[config.mk]
export PLATFORM = sky130hd
export DESIGN_NAME = ext_irq_unit
export DESIGN_NICKNAME = d
export VERILOG_FILES = /design/src/rtl/ext_irq_pkg.sv /design/src/rtl/eirq_sync.sv /design/src/rtl/eirq_detect.sv /design/src/rtl/eirq_regs.sv /design/src/rtl/ext_irq_unit.sv
export SDC_FILE = /design/constraint.sdc
export NUM_CORES = 1
export LEC_CHECK = 0
export BUFFER_PORTS_ARGS = -buffer_cell sky130_fd_sc_hd__buf_2
export CAP_MARGIN = 20
export CORE_MARGIN = 2
export CORE_UTILIZATION = 33
export CTS_CLUSTER_DIAMETER = 30
export DETAILED_ROUTE_END_ITERATION = 7
export GPL_TIMING_DRIVEN = 0
export MAX_ROUTING_LAYER = met4
export PLACE_DENSITY_LB_ADDON = 0.12
export RECOVER_POWER = 100
export SLEW_MARGIN = 20
export SYNTH_ARGS = -nofsm -noshare
export SYNTH_HDL_FRONTEND = slang
export SYNTH_HIERARCHICAL = 1
export SYNTH_SLANG_ARGS = --single-unit
export TNS_END_PERCENT = 5
[constraint.sdc]
create_clock -name clk -period 1.2 [get_ports clk]
set_clock_uncertainty 0.15 [all_clocks]
set_input_delay 0 -clock clk [delete_from_list [all_inputs] [get_ports clk]]
set_output_delay 0 -clock clk [all_outputs]
set_load 0.05 [all_outputs]
[src/rtl/ext_irq_pkg.sv]
package ext_irq_pkg;

  typedef enum logic [1:0] {
    SENSE_LOW  = 2'b00,
    SENSE_ANY  = 2'b01,
    SENSE_FALL = 2'b10,
    SENSE_RISE = 2'b11
  } sense_e;

endpackage

[src/rtl/eirq_sync.sv]
module eirq_sync #(
  parameter int   STAGES     = 2,
  parameter logic IDLE_LEVEL = 1'b0
) (
  input  logic clk,
  input  logic rst,
  input  logic async_i,
  output logic sync_o
);

  logic [STAGES-1:0] chain_q;

  for (genvar i = 0; i < STAGES; i++) begin : g_stage
    if (i == 0) begin : g_first
      always_ff @(posedge clk) begin
        if (rst) chain_q[0] <= IDLE_LEVEL;
        else     chain_q[0] <= async_i;
      end
    end else begin : g_next
      always_ff @(posedge clk) begin
        if (rst) chain_q[i] <= IDLE_LEVEL;
        else     chain_q[i] <= chain_q[i-1];
      end
    end
  end

  assign sync_o = chain_q[STAGES-1];

endmodule

[src/rtl/eirq_detect.sv]
module eirq_detect
  import ext_irq_pkg::*;
#(
  parameter logic IDLE_LEVEL = 1'b0
) (
  input  logic       clk,
  input  logic       rst,
  input  logic       level_i,
  input  logic [1:0] sense_i,
  output logic       set_evt_o,
  output logic       level_act_o,
  output logic       level_mode_o
);

  logic prev_q;
  logic rise, fall;

  always_ff @(posedge clk) begin
    if (rst) prev_q <= IDLE_LEVEL;
    else     prev_q <= level_i;
  end

  assign rise = level_i & ~prev_q;
  assign fall = ~level_i & prev_q;

  always_comb begin
    set_evt_o = 1'b0;
    case (sense_e'(sense_i))
      SENSE_ANY:  set_evt_o = rise | fall;
      SENSE_FALL: set_evt_o = fall;
      SENSE_RISE: set_evt_o = rise;
      default:    set_evt_o = 1'b0;
    endcase
  end

  assign level_mode_o = (sense_e'(sense_i) == SENSE_LOW);
  assign level_act_o  = level_mode_o & ~level_i;

endmodule

[src/rtl/eirq_regs.sv]
module eirq_regs #(
  parameter int              ADDR_W    = 8,
  parameter int              DATA_W    = 8,
  parameter logic [ADDR_W-1:0] MASK_ADDR = 8'h13,
  parameter logic [ADDR_W-1:0] FLAG_ADDR = 8'h14
) (
  input  logic              clk,
  input  logic              rst,
  input  logic [ADDR_W-1:0] addr_i,
  input  logic [DATA_W-1:0] wdata_i,
  input  logic              we_i,
  input  logic              set_evt_i,
  input  logic              ack_i,
  input  logic              level_mode_i,
  output logic              mask_o,
  output logic              flag_o,
  output logic [DATA_W-1:0] rdata_o
);

  logic              mask_q, flag_q;
  logic              hit_mask, hit_flag;
  logic              clr_write, clr_ack;
  logic [DATA_W-1:0] rd_next;

  assign hit_mask  = (addr_i == MASK_ADDR);
  assign hit_flag  = (addr_i == FLAG_ADDR);
  assign clr_write = we_i & hit_flag & wdata_i[0];
  assign clr_ack   = ack_i & flag_q;

  always_ff @(posedge clk) begin
    if (rst)                     mask_q <= 1'b0;
    else if (we_i && hit_mask)   mask_q <= wdata_i[0];
  end

  // A new event takes priority over either clear source.
  always_ff @(posedge clk) begin
    if (rst)                         flag_q <= 1'b0;
    else if (level_mode_i)           flag_q <= 1'b0;
    else if (set_evt_i)              flag_q <= 1'b1;
    else if (clr_write || clr_ack)   flag_q <= 1'b0;
  end

  always_comb begin
    rd_next = '0;
    if (hit_mask)      rd_next[0] = mask_q;
    else if (hit_flag) rd_next[0] = flag_q & ~level_mode_i;
  end

  always_ff @(posedge clk) begin
    if (rst) rdata_o <= '0;
    else     rdata_o <= rd_next;
  end

  assign mask_o = mask_q;
  assign flag_o = flag_q;

endmodule

[src/rtl/ext_irq_unit.sv]
module ext_irq_unit #(
  parameter int                SYNC_STAGES = 2,
  parameter logic              IDLE_LEVEL  = 1'b0,
  parameter int                ADDR_W      = 8,
  parameter int                DATA_W      = 8,
  parameter logic [ADDR_W-1:0] MASK_ADDR   = 8'h13,
  parameter logic [ADDR_W-1:0] FLAG_ADDR   = 8'h14
) (
  input  logic              clk,
  input  logic              rst,
  input  logic              pin_i,
  input  logic [1:0]        sense_i,
  input  logic [ADDR_W-1:0] bus_addr_i,
  input  logic [DATA_W-1:0] bus_wdata_i,
  input  logic              bus_we_i,
  output logic [DATA_W-1:0] bus_rdata_o,
  input  logic              gie_i,
  input  logic              irq_ack_i,
  output logic              irq_req_o
);

  logic pin_sync;
  logic set_evt, level_act, level_mode;
  logic mask_q, flag_q;
  logic req_q;

  eirq_sync #(.STAGES(SYNC_STAGES), .IDLE_LEVEL(IDLE_LEVEL)) u_sync (
    .clk     (clk),
    .rst     (rst),
    .async_i (pin_i),
    .sync_o  (pin_sync)
  );

  eirq_detect #(.IDLE_LEVEL(IDLE_LEVEL)) u_det (
    .clk          (clk),
    .rst          (rst),
    .level_i      (pin_sync),
    .sense_i      (sense_i),
    .set_evt_o    (set_evt),
    .level_act_o  (level_act),
    .level_mode_o (level_mode)
  );

  eirq_regs #(
    .ADDR_W(ADDR_W), .DATA_W(DATA_W),
    .MASK_ADDR(MASK_ADDR), .FLAG_ADDR(FLAG_ADDR)
  ) u_regs (
    .clk          (clk),
    .rst          (rst),
    .addr_i       (bus_addr_i),
    .wdata_i      (bus_wdata_i),
    .we_i         (bus_we_i),
    .set_evt_i    (set_evt),
    .ack_i        (irq_ack_i),
    .level_mode_i (level_mode),
    .mask_o       (mask_q),
    .flag_o       (flag_q),
    .rdata_o      (bus_rdata_o)
  );

  always_ff @(posedge clk) begin
    if (rst) req_q <= 1'b0;
    else     req_q <= mask_q & gie_i & (level_mode ? level_act : flag_q);
  end

  assign irq_req_o = req_q;

endmodule

* Word level (Yosys, flattened, before mapping)
Cells that the tools add are included.
** Word-level totals
- Bits in registers :: 14
- Bits of input ports :: 24
- Output and inout port bits :: 9
- Word-level logic and storage cells :: 37
** Cells by class
- Equality and inequality tests :: 5
- Multiplexer cells :: 6
- Bitwise gates (word level) :: 13
- Reductions and logical operators :: 5
** Operator list (number)
- $eq 8x5->1 const B :: 2
- $and 1x1->1 :: 9
- $mux 1 :: 5
- $eq 2x2->1 const B :: 2
- $not 1->1 :: 3
- $pmux 1 s3 :: 1
- $eq 2x1->1 const B :: 1
- $logic_not 2->1 :: 1
- $reduce_bool 2->1 :: 1
- $reduce_or 2->1 :: 1
- $logic_and 1x1->1 :: 1
- $logic_or 1x1->1 :: 1
- $or 1x1->1 :: 1

* Depth between registers and ports, before layout
Gate-level depths: netlist of run 1.
- Depth in word-level cells :: 6
- Gate-level depth with buffers :: 5
- Depth with buffers taken out :: 5

* Hierarchy
Netlist of run 1, hierarchy kept.
** By module, submodules not included
- eirq_regs :: times used 1, cells each 25, area an instance 246.5 um2, sequential area each 60.1 um2
- eirq_detect :: times used 1, cells each 11, area an instance 91.3 um2, sequential area each 20.0 um2
- eirq_sync :: times used 1, cells each 4, area an instance 52.6 um2, sequential area each 40.0 um2
- ext_irq_unit :: times used 1, cells each 4, area an instance 43.8 um2, sequential area each 20.0 um2

* Least setup slack after synthesis of run 1
Ideal clock, no wire load.
- Kind :: reg2reg
- From :: register u_sync.chain_q[1] (netlist: u_sync/sync_o)
- To :: register u_regs.flag_q (netlist: u_regs/flag_o)
- Library setup time :: 0.058 ns
- Arrival :: 1.007 ns
- Required time :: 0.992 ns
- Slack :: -0.014 ns
- Cell stages (with the launch flop) :: 6
- Path buffers :: 0
- Clock period less this slack :: 1.214 ns
- Path through :: dfxtp_1 inv_1 ha_1 nand2b_1 mux2i_1 o21a_1
** On the way
- Longest elaborated chain between the ends :: 5
- Elaborated cells between the ends (all ways) :: 7
- Classes of those cells :: mux (2); bitwise (4); reduce/logical (1)
** RTL lines
- from (decl) :: line eirq_sync.sv:11 : logic [STAGES-1:0] chain_q;
- from (signal, indexed assignment) :: line eirq_sync.sv:22 : else chain_q[i] <= chain_q[i-1];
- $not 1->1 :: line eirq_detect.sv:24 : assign fall = ~level_i & prev_q;
- $and 1x1->1 :: line eirq_detect.sv:24
- $or 1x1->1 :: line eirq_detect.sv:29 : SENSE_ANY: set_evt_o = rise | fall;
- $pmux 1 s3 * :: line eirq_detect.sv:28 : case (sense_e'(sense_i))
- net set_evt :: line ext_irq_unit.sv:23 : logic set_evt, level_act, level_mode;
- $mux 1 or $reduce_bool 2->1 (tied branches)
- to (signal assigned) :: line eirq_regs.sv:38 : else if (level_mode_i) flag_q <= 1'b0;
- to (signal assigned) :: line eirq_regs.sv:39 : else if (set_evt_i) flag_q <= 1'b1;
- to (signal assigned) :: line eirq_regs.sv:40 : else if (clr_write || clr_ack) flag_q <= 1'b0;
- to (decl) :: line eirq_regs.sv:20 : logic mask_q, flag_q;
The timed path passes the listed nets; every way through them passes the cells marked *.
A chain may end at the register's enable or synchronous reset.

* Worst setup path in the final report of run 1
Ends and elaborated chain as after synthesis.

==> results.toml, run 1 <==
[setup_path]
worstSetupPathType = "reg -> reg"
cp-start-kind = "flop"
worstPathCellList = "inv_2 -> ha_4 -> nand2b_4 -> mux2i_1 -> o21a_1"
cpMaxStageDelayCell = "dfxtp_2"
cp.required_ps = 1200
cp_max_fo = 3
arrival_ps = 1260
crit_path_end_kind = "flop"
critPathMaxStageDelay_ps = 350

[place]
place_congestion = 0.654
post-place-ws_ps = -85.3
place_area_um2 = 567
dp_hpwl_um = 658
port_buffers = 18
dpl.cell_count = 83

[timing]
max_freq_mhz = 795
hold_viol = 2
rsz0062_at_grt = "yes"
fin_crit_ps = 1260
setup_viol = 1
finalMaxSlewViolations = 0
fin_crit_sh_pct = 105
hold_ws_ps = -7.24
setup_ws_ps = -57.3

[layout]
antenna_cells = 0
area_growth_syn_to_layout_pct = 64.0
final-seq-area_um2 = 145
fillers = 125
final_area_um2 = 712
drive_gt1_share_pct = 54.9
fin_nets = 109
multi_input_area_um2 = 278
final_cells = 97

[run_status]
violations = "hold timing, setup timing"
status = "complete, but fails checks"

[clocking]
cts_buffer_depth = 2
clockRootBuffer = "clkbuf_4"
clkTransAtPathRegs_ps = 60
clkLatencyLatePin_ps = 250
cts_num_sinks = 7
cts_buffers = 3
htree_levels = 1
cts_tree = "yes"

[grt]
antenna_found_initial = 0
grt_pass1_vias = 357
gr-usage-met2_pct = 25.0
track_usage_pct = 13.4
busiest_layer = "met2"
grt_pass1_wl_mm = 1.36
grt-ovfl-total = 0
grt_max_degree = 9
grt_use_met3_pct = 1.67
groute.layer.met1.usage_pct = 13.3

[power_and_ir_drop]
ir_drop_mv = 0.679
switching_share_pct = 30.7
p_int_w = 0.000431
pwr-share-comb_pct = 25.6
p_per_area_nw_per_um2 = 875
leakagePower_nw = 0.340
p_clk_share_pct = 35.9
p_seq_share_pct = 38.5
p_sw_w = 0.000191

[synthesis]
avgSynthCellArea_um2 = 9.87
synth_area_um2 = 434
synthCells = 44
ys_ff_latch = 7
synth.distinct_cells = 20
ys_warn_count = 6
ys_seq_area_share_pct = 32.3

[routing]
dr.pass1.iters = 3
drt_drc_violations_left = 0
routed_wl_um = 970
drt_iter0_markers = 1
via_per_inst = 4.10
dr_total_vias = 398
avgRoutedWirePerCell_um = 10.0
ant_nets = 0

[min_path]
min_path_type = "in -> reg"

[floorplan]
num_io_pins = 33
fp.dieH_um = 40.3
core_area_um2 = 1270
die_x_um = 40.3
die_area_um2 = 1620
num_rows = 13
start_util_pct = 34.2

[flow_run]
max_cap_violations = 0
## worst max-delay path, delay by kind of cell, from the launching register on
kind	cells	cell delay, ps
mux	1	70
fa+ha+maj	1	250
flops	1	350
compound gates	1	190
buf+inv	1	50
simple gates	1	100
## power groups by stage
| stage | Combinational [W] | Sequential [W] | Clock [W] |
|---|---|---|---|
| finish | 0.000159 | 0.000240 | 0.000224 |
| global route | 0.000171 | 0.000240 | 0.000241 |
| CTS | 0.000152 | 0.000241 | 0.000232 |
| detailed placement | 0.000132 | 0.000246 | 0 |
| global placement | 0.000131 | 0.000246 | 0 |
| floorplan | 0.0000915 | 0.000245 | 0 |
## metal layers
layer	vias up	share of wire, %
li1	213	-
met1	166	39
met2	19	52
met3	0	8.1
met4	0	0
met5	-	0
## cells in the mapped netlist
cell type / number / share of area (%)
o21a_1: 1 / 1.7
nor4b_2: 1 / 3.5
a41oi_1: 1 / 2.0
nand3_1: 1 / 1.2
nor4b_4: 1 / 5.5
nor3b_2: 1 / 2.9
nor3_1: 1 / 1.2
nor3_2: 1 / 2.3
conb_1: 1 / 0.86
nand2_1: 1 / 0.86
nand2b_1: 4 / 5.8
nor2b_1: 2 / 2.9
mux2i_1: 4 / 9.2
ha_1: 2 / 5.8
inv_1: 3 / 2.6
buf_4: 7 / 12
and4bb_2: 1 / 2.9
nor2_1: 3 / 2.6
dfxtp_1: 7 / 32
a32oi_1: 1 / 2.0
## through the flow
| step | setup TNS, ps | hold WS, ps | power, W | utilization [%] |
|---|---|---|---|---|
| finish | -57.3 | -7.24 | 0.000623 | 56.1 |
| global route | -115 | 3.04 | 0.000652 | 56.1 |
| CTS | -24.9 | -77.4 | 0.000625 | 54.2 |
| detailed placement | -85.3 | 71.2 | 0.000377 | 44.7 |
| global placement | -82.3 | 64.9 | 0.000377 | 44.7 |
| floorplan | 0 | -85.8 | 0.000336 | - |
## area by class of cell
type	count	area share (%)
Timing Repair Buffer	28	25.1
Clock inverter	1	0.703
Clock buffer	3	3.16
Multi-Input combinational cell	33	39.0
Sequential cell	7	20.4
Tap cell	15	2.64
Inverter	3	1.58
Buffer	7	7.38
## cells in the final DEF (no fill, tap or decap)
cell,n
ha_4,1
and4bb_2,1
nor2_1,2
inv_1,1
inv_2,2
nor3_1,1
clkbuf_4,3
mux2i_1,4
nor3b_2,1
clkbuf_2,2
clkinv_2,1
clkbuf_1,1
a41oi_1,1
nor4b_2,1
dfxtp_4,1
nor2_2,1
nor3_2,1
nand3_1,1
dfxtp_1,5
buf_2,15
dlygate4sd3_1,6
buf_4,11
conb_1,7
nand2b_4,1
nand2_1,1
a32oi_1,1
nor4b_4,1
nand2b_1,3
nor2b_1,2
dfxtp_2,1
o21a_1,1
ha_2,1
## registers in the layout, indices dropped and copies added (netlist names)
register and flops:
u_regs/rdata_o 1, u_det/prev_q 1, u_sync/chain_q 1, u_regs/mask_o 1, irq_req_o 1, u_sync/sync_o 1
u_regs/flag_o 1
## what timing repair did
item | in CTS | in global routing
gates resized for setup | 3 | 5
hold buffers | 5 | 1
gates cloned | 0 | 0
setup buffers | 4 | 0
pin swaps | 2 | 2
hold endpoints to repair | 7 | 1
endpoints found under the setup margin | 1 | 2
## cells by family after synthesis
| logic type | count (synthesis) | synth area share, % |
|---|---|---|
| AO/OA/AOI/OAI | 3 | 5.77 |
| multiplexers | 4 | 9.22 |
| flip-flops | 7 | 32.3 |
| AND/OR/NAND/NOR | 17 | 31.4 |
| other | 1 | 0.864 |
| buffers and inverters | 10 | 14.7 |
| adder cells (fa/ha/maj) | 2 | 5.76 |
## path summary, 6_finish.rpt
path / from / endpoint / slack (ps) / depth (start not counted)
hold reg to reg: u_sync/chain_q[0]$_SDFF_PP0_ / u_sync/sync_o$_SDFF_PP0_ / 290 / 1
setup reg to reg: u_sync/sync_o$_SDFF_PP0_ / u_regs/flag_o$_SDFFE_PP0P_ / -60 / 5
setup / recovery: u_sync/sync_o$_SDFF_PP0_ / u_regs/flag_o$_SDFFE_PP0P_ / -60 / 5
hold / removal: irq_ack_i / u_regs/flag_o$_SDFFE_PP0P_ / -7 / 4
Note: power is estimated with default switching activity, not from simulation.
==> inputs of run 2 (changes only) <==
--- a/config.mk
+++ b/config.mk
@@ -7,10 +7,10 @@
 export LEC_CHECK = 0
 export BUFFER_PORTS_ARGS = -buffer_cell sky130_fd_sc_hd__buf_2
 export CAP_MARGIN = 20
-export CORE_MARGIN = 2
-export CORE_UTILIZATION = 33
+export CORE_AREA = 2 2 39 41
 export CTS_CLUSTER_DIAMETER = 30
 export DETAILED_ROUTE_END_ITERATION = 7
+export DIE_AREA = 0 0 41 43
 export GPL_TIMING_DRIVEN = 0
 export MAX_ROUTING_LAYER = met4
 export PLACE_DENSITY_LB_ADDON = 0.12
@@ -18,6 +18,5 @@
 export SLEW_MARGIN = 20
 export SYNTH_ARGS = -nofsm -noshare
 export SYNTH_HDL_FRONTEND = slang
-export SYNTH_HIERARCHICAL = 1
 export SYNTH_SLANG_ARGS = --single-unit
 export TNS_END_PERCENT = 5
==> run 2 against run 1 <==
- the flow still finishes with violations (hold timing, setup timing)
- sequential power is essentially flat
- worst hold slack got worse by 110 ps
- register-to-register slack got worse by 50 ps
- cell area shrank 5.8%
- total power fell by 3.7%
- sequential share of layout area up 0.88 points
- sequential cell count unchanged
- critical path depth unchanged
- clock power fell by 5%
- core utilization fell by 7.7 points
- global-route usage decreased by 2.5 points
- via count down 6.8%
==> results.toml, run 2 <==
[synthesis]
synth.distinct_cells = 23
synth-xor-area-share_pct = 0
yosysTopAreaCell = "dfxtp_1"
async_reset_ff_share_pct = 0
synthCells = 44
yosys_most_used_dff = "dfxtp_1"
avgSynthCellArea_um2 = 9.41
synth_top_family_by_area = "simple AND/OR/NAND/NOR gates"
synth-edff-count = 0
synth_area_um2 = 414
netlist_top_cells_area = "dfxtp_1, buf_4, ha_1"
ys_warn_count = 0
synth_top_area_share_pct = 33.8
synth_fa_ha_area_share_pct = 6.04
yosys.area_share.simple_pct = 28.4
ys_seq_area_share_pct = 33.8
yosys-top-cells-count = "buf_4, dfxtp_1, inv_1"
synthMuxAreaShare_pct = 5.14
synth_compound_area_share_pct = 8.46
ys_ff_latch = 7

[routing]
drt_iter0_markers = 5
ant_nets = 0
drt_drc_violations_left = 0
dr_total_vias = 371
via_per_inst = 3.86
routed_wl_um = 789
avgRoutedWirePerCell_um = 8.22
dr.pass1.iters = 2

[layout]
fin_nets = 107
final-seq-area_um2 = 143
final_cells = 96
antenna_cells = 0
multi_input_area_um2 = 241
final_area_um2 = 671
utilization_pct = 48.5
area_growth_syn_to_layout_pct = 61.9
final_cell_mix = "buf_2, dlygate4sd3_1, buf_4, conb_1, dfxtp_1"
final_common_cell = "buf_2"
fillers = 134
drive_gt1_share_pct = 47.5

[timing]
hold_ws_ps = -113
fin_crit_sh_pct = 109
rsz0062_at_grt = "yes"
setup_viol = 1
fin_setup_tns_ps = -111
fin_crit_ps = 1310
max_freq_mhz = 763
finalMaxSlewViolations = 0
hold_viol = 2
setup_ws_ps = -111

[grt]
grt-ovfl-total = 0
antenna_found_initial = 0
groute.layer.met1.usage_pct = 13.0
gr-usage-met2_pct = 15.0
busiest_layer = "met2"
grt_use_met3_pct = 7.85
track_usage_pct = 11.0
grt_pass1_vias = 319
grt_max_degree = 9
grt_pass1_wl_mm = 1.26

[setup_path]
arrival_ps = 1290
crit_path_end_kind = "flop"
worstSetupPathType = "reg -> reg"
cp_max_fo = 3
cp.required_ps = 1180
cp-start-kind = "flop"

[floorplan]
die_x_um = 41
core_area_um2 = 1380
die_area_um2 = 1760
start_util_pct = 29.9
num_rows = 14
fp.dieH_um = 43
num_io_pins = 33

[power_and_ir_drop]
switching_share_pct = 27.8
pwr-share-comb_pct = 24.5
p_per_area_nw_per_um2 = 894
p_clk_share_pct = 35.3
p_sw_w = 0.000167
ir_drop_mv = 0.600
p_seq_share_pct = 40.2
p_int_w = 0.000433
leakagePower_nw = 0.301

[clocking]
hold_buffers = 8
htree_levels = 1
clockRootBuffer = "clkbuf_4"
clkTransAtPathRegs_ps = 60
cts_buffer_depth = 2
post_cts_buffers = 0
cts_buffers = 3
clkLatencyLatePin_ps = 250
cts_num_sinks = 7
cts_tree = "yes"

[min_path]
min_path_type = "in -> reg"

[flow_run]
max_cap_violations = 0

[place]
port_buffers = 18
post-place-ws_ps = -163
place_congestion = 0.644
place_area_um2 = 554
dpl.cell_count = 84
dp_hpwl_um = 584

[run_status]
violations = "hold timing, setup timing"
status = "complete, but fails checks"
run 2: repair_timing:
item | 4_1_cts | 5_1_grt
endpoints found under the hold margin | 7 | 1
gates cloned | 0 | 0
endpoints found under the setup margin | 1 | 2
resized for setup | 1 | 2
pin swaps | 0 | 2
run 2: final timing paths:
path	startpoint	endpoint	slack (ps)	cells after the start
setup / recovery	u_sync.sync_o$_SDFF_PP0_	u_regs.flag_o$_SDFFE_PP0P_	-110	5
hold / removal	bus_addr_i[6]	u_regs.rdata_o[0]$_SDFF_PP0_	-110	3
hold reg to reg	u_sync.chain_q[0]$_SDFF_PP0_	u_sync.sync_o$_SDFF_PP0_	280	1
setup reg to reg	u_sync.sync_o$_SDFF_PP0_	u_regs.flag_o$_SDFFE_PP0P_	-110	5
run 2: routing by layer:
layer | vias up | wire (um)
met3 | 0 | 76
met5 | - | 0
met2 | 17 | 329
met4 | 0 | 0
li1 | 208 | -
met1 | 146 | 383
run 2: logic make-up (layout without fill, tap and decap cells):
family,count (synthesis),count (layout)
fa+ha+maj,2,2
other cells,1,7
flops,7,7
mux,2,2
compound gates,5,5
buf+inv,12,42
simple gates,15,15
run 2: through the flow:
step	hold slack [ps]	total power (W)
finish	-113	0.000600
global route	-95.5	0.000632
CTS	-115	0.000608
detailed placement	65.1	0.000370
global placement	62.5	0.000370
floorplan	-85.8	0.000335
run 2: power by group through the flow:
stage	Combinational, W	Clock, W	Sequential [W]
global route	0.000160	0.000231	0.000241
CTS	0.000147	0.000220	0.000241
detailed placement	0.000125	0	0.000245
floorplan	0.0000898	0	0.000245
finish	0.000147	0.000212	0.000241
global placement	0.000124	0	0.000245
run 2: area by class of cell:
cell class                 instances  area share [%]
inverter                           5            2.80
multi-input combinational         31            36.0
sequential                         7            21.3
tap                               16            2.99
clock buffer                       4            3.92
timing repair buffer              26            25.2
buffer                             7            7.84
run 2: worst max-delay path: stages, from the launching register on:
cell and delay, ps:
dfxtp_2 340, inv_2 40, ha_2 150, mux2_4 270
a22oi_2 150, o22ai_1 90
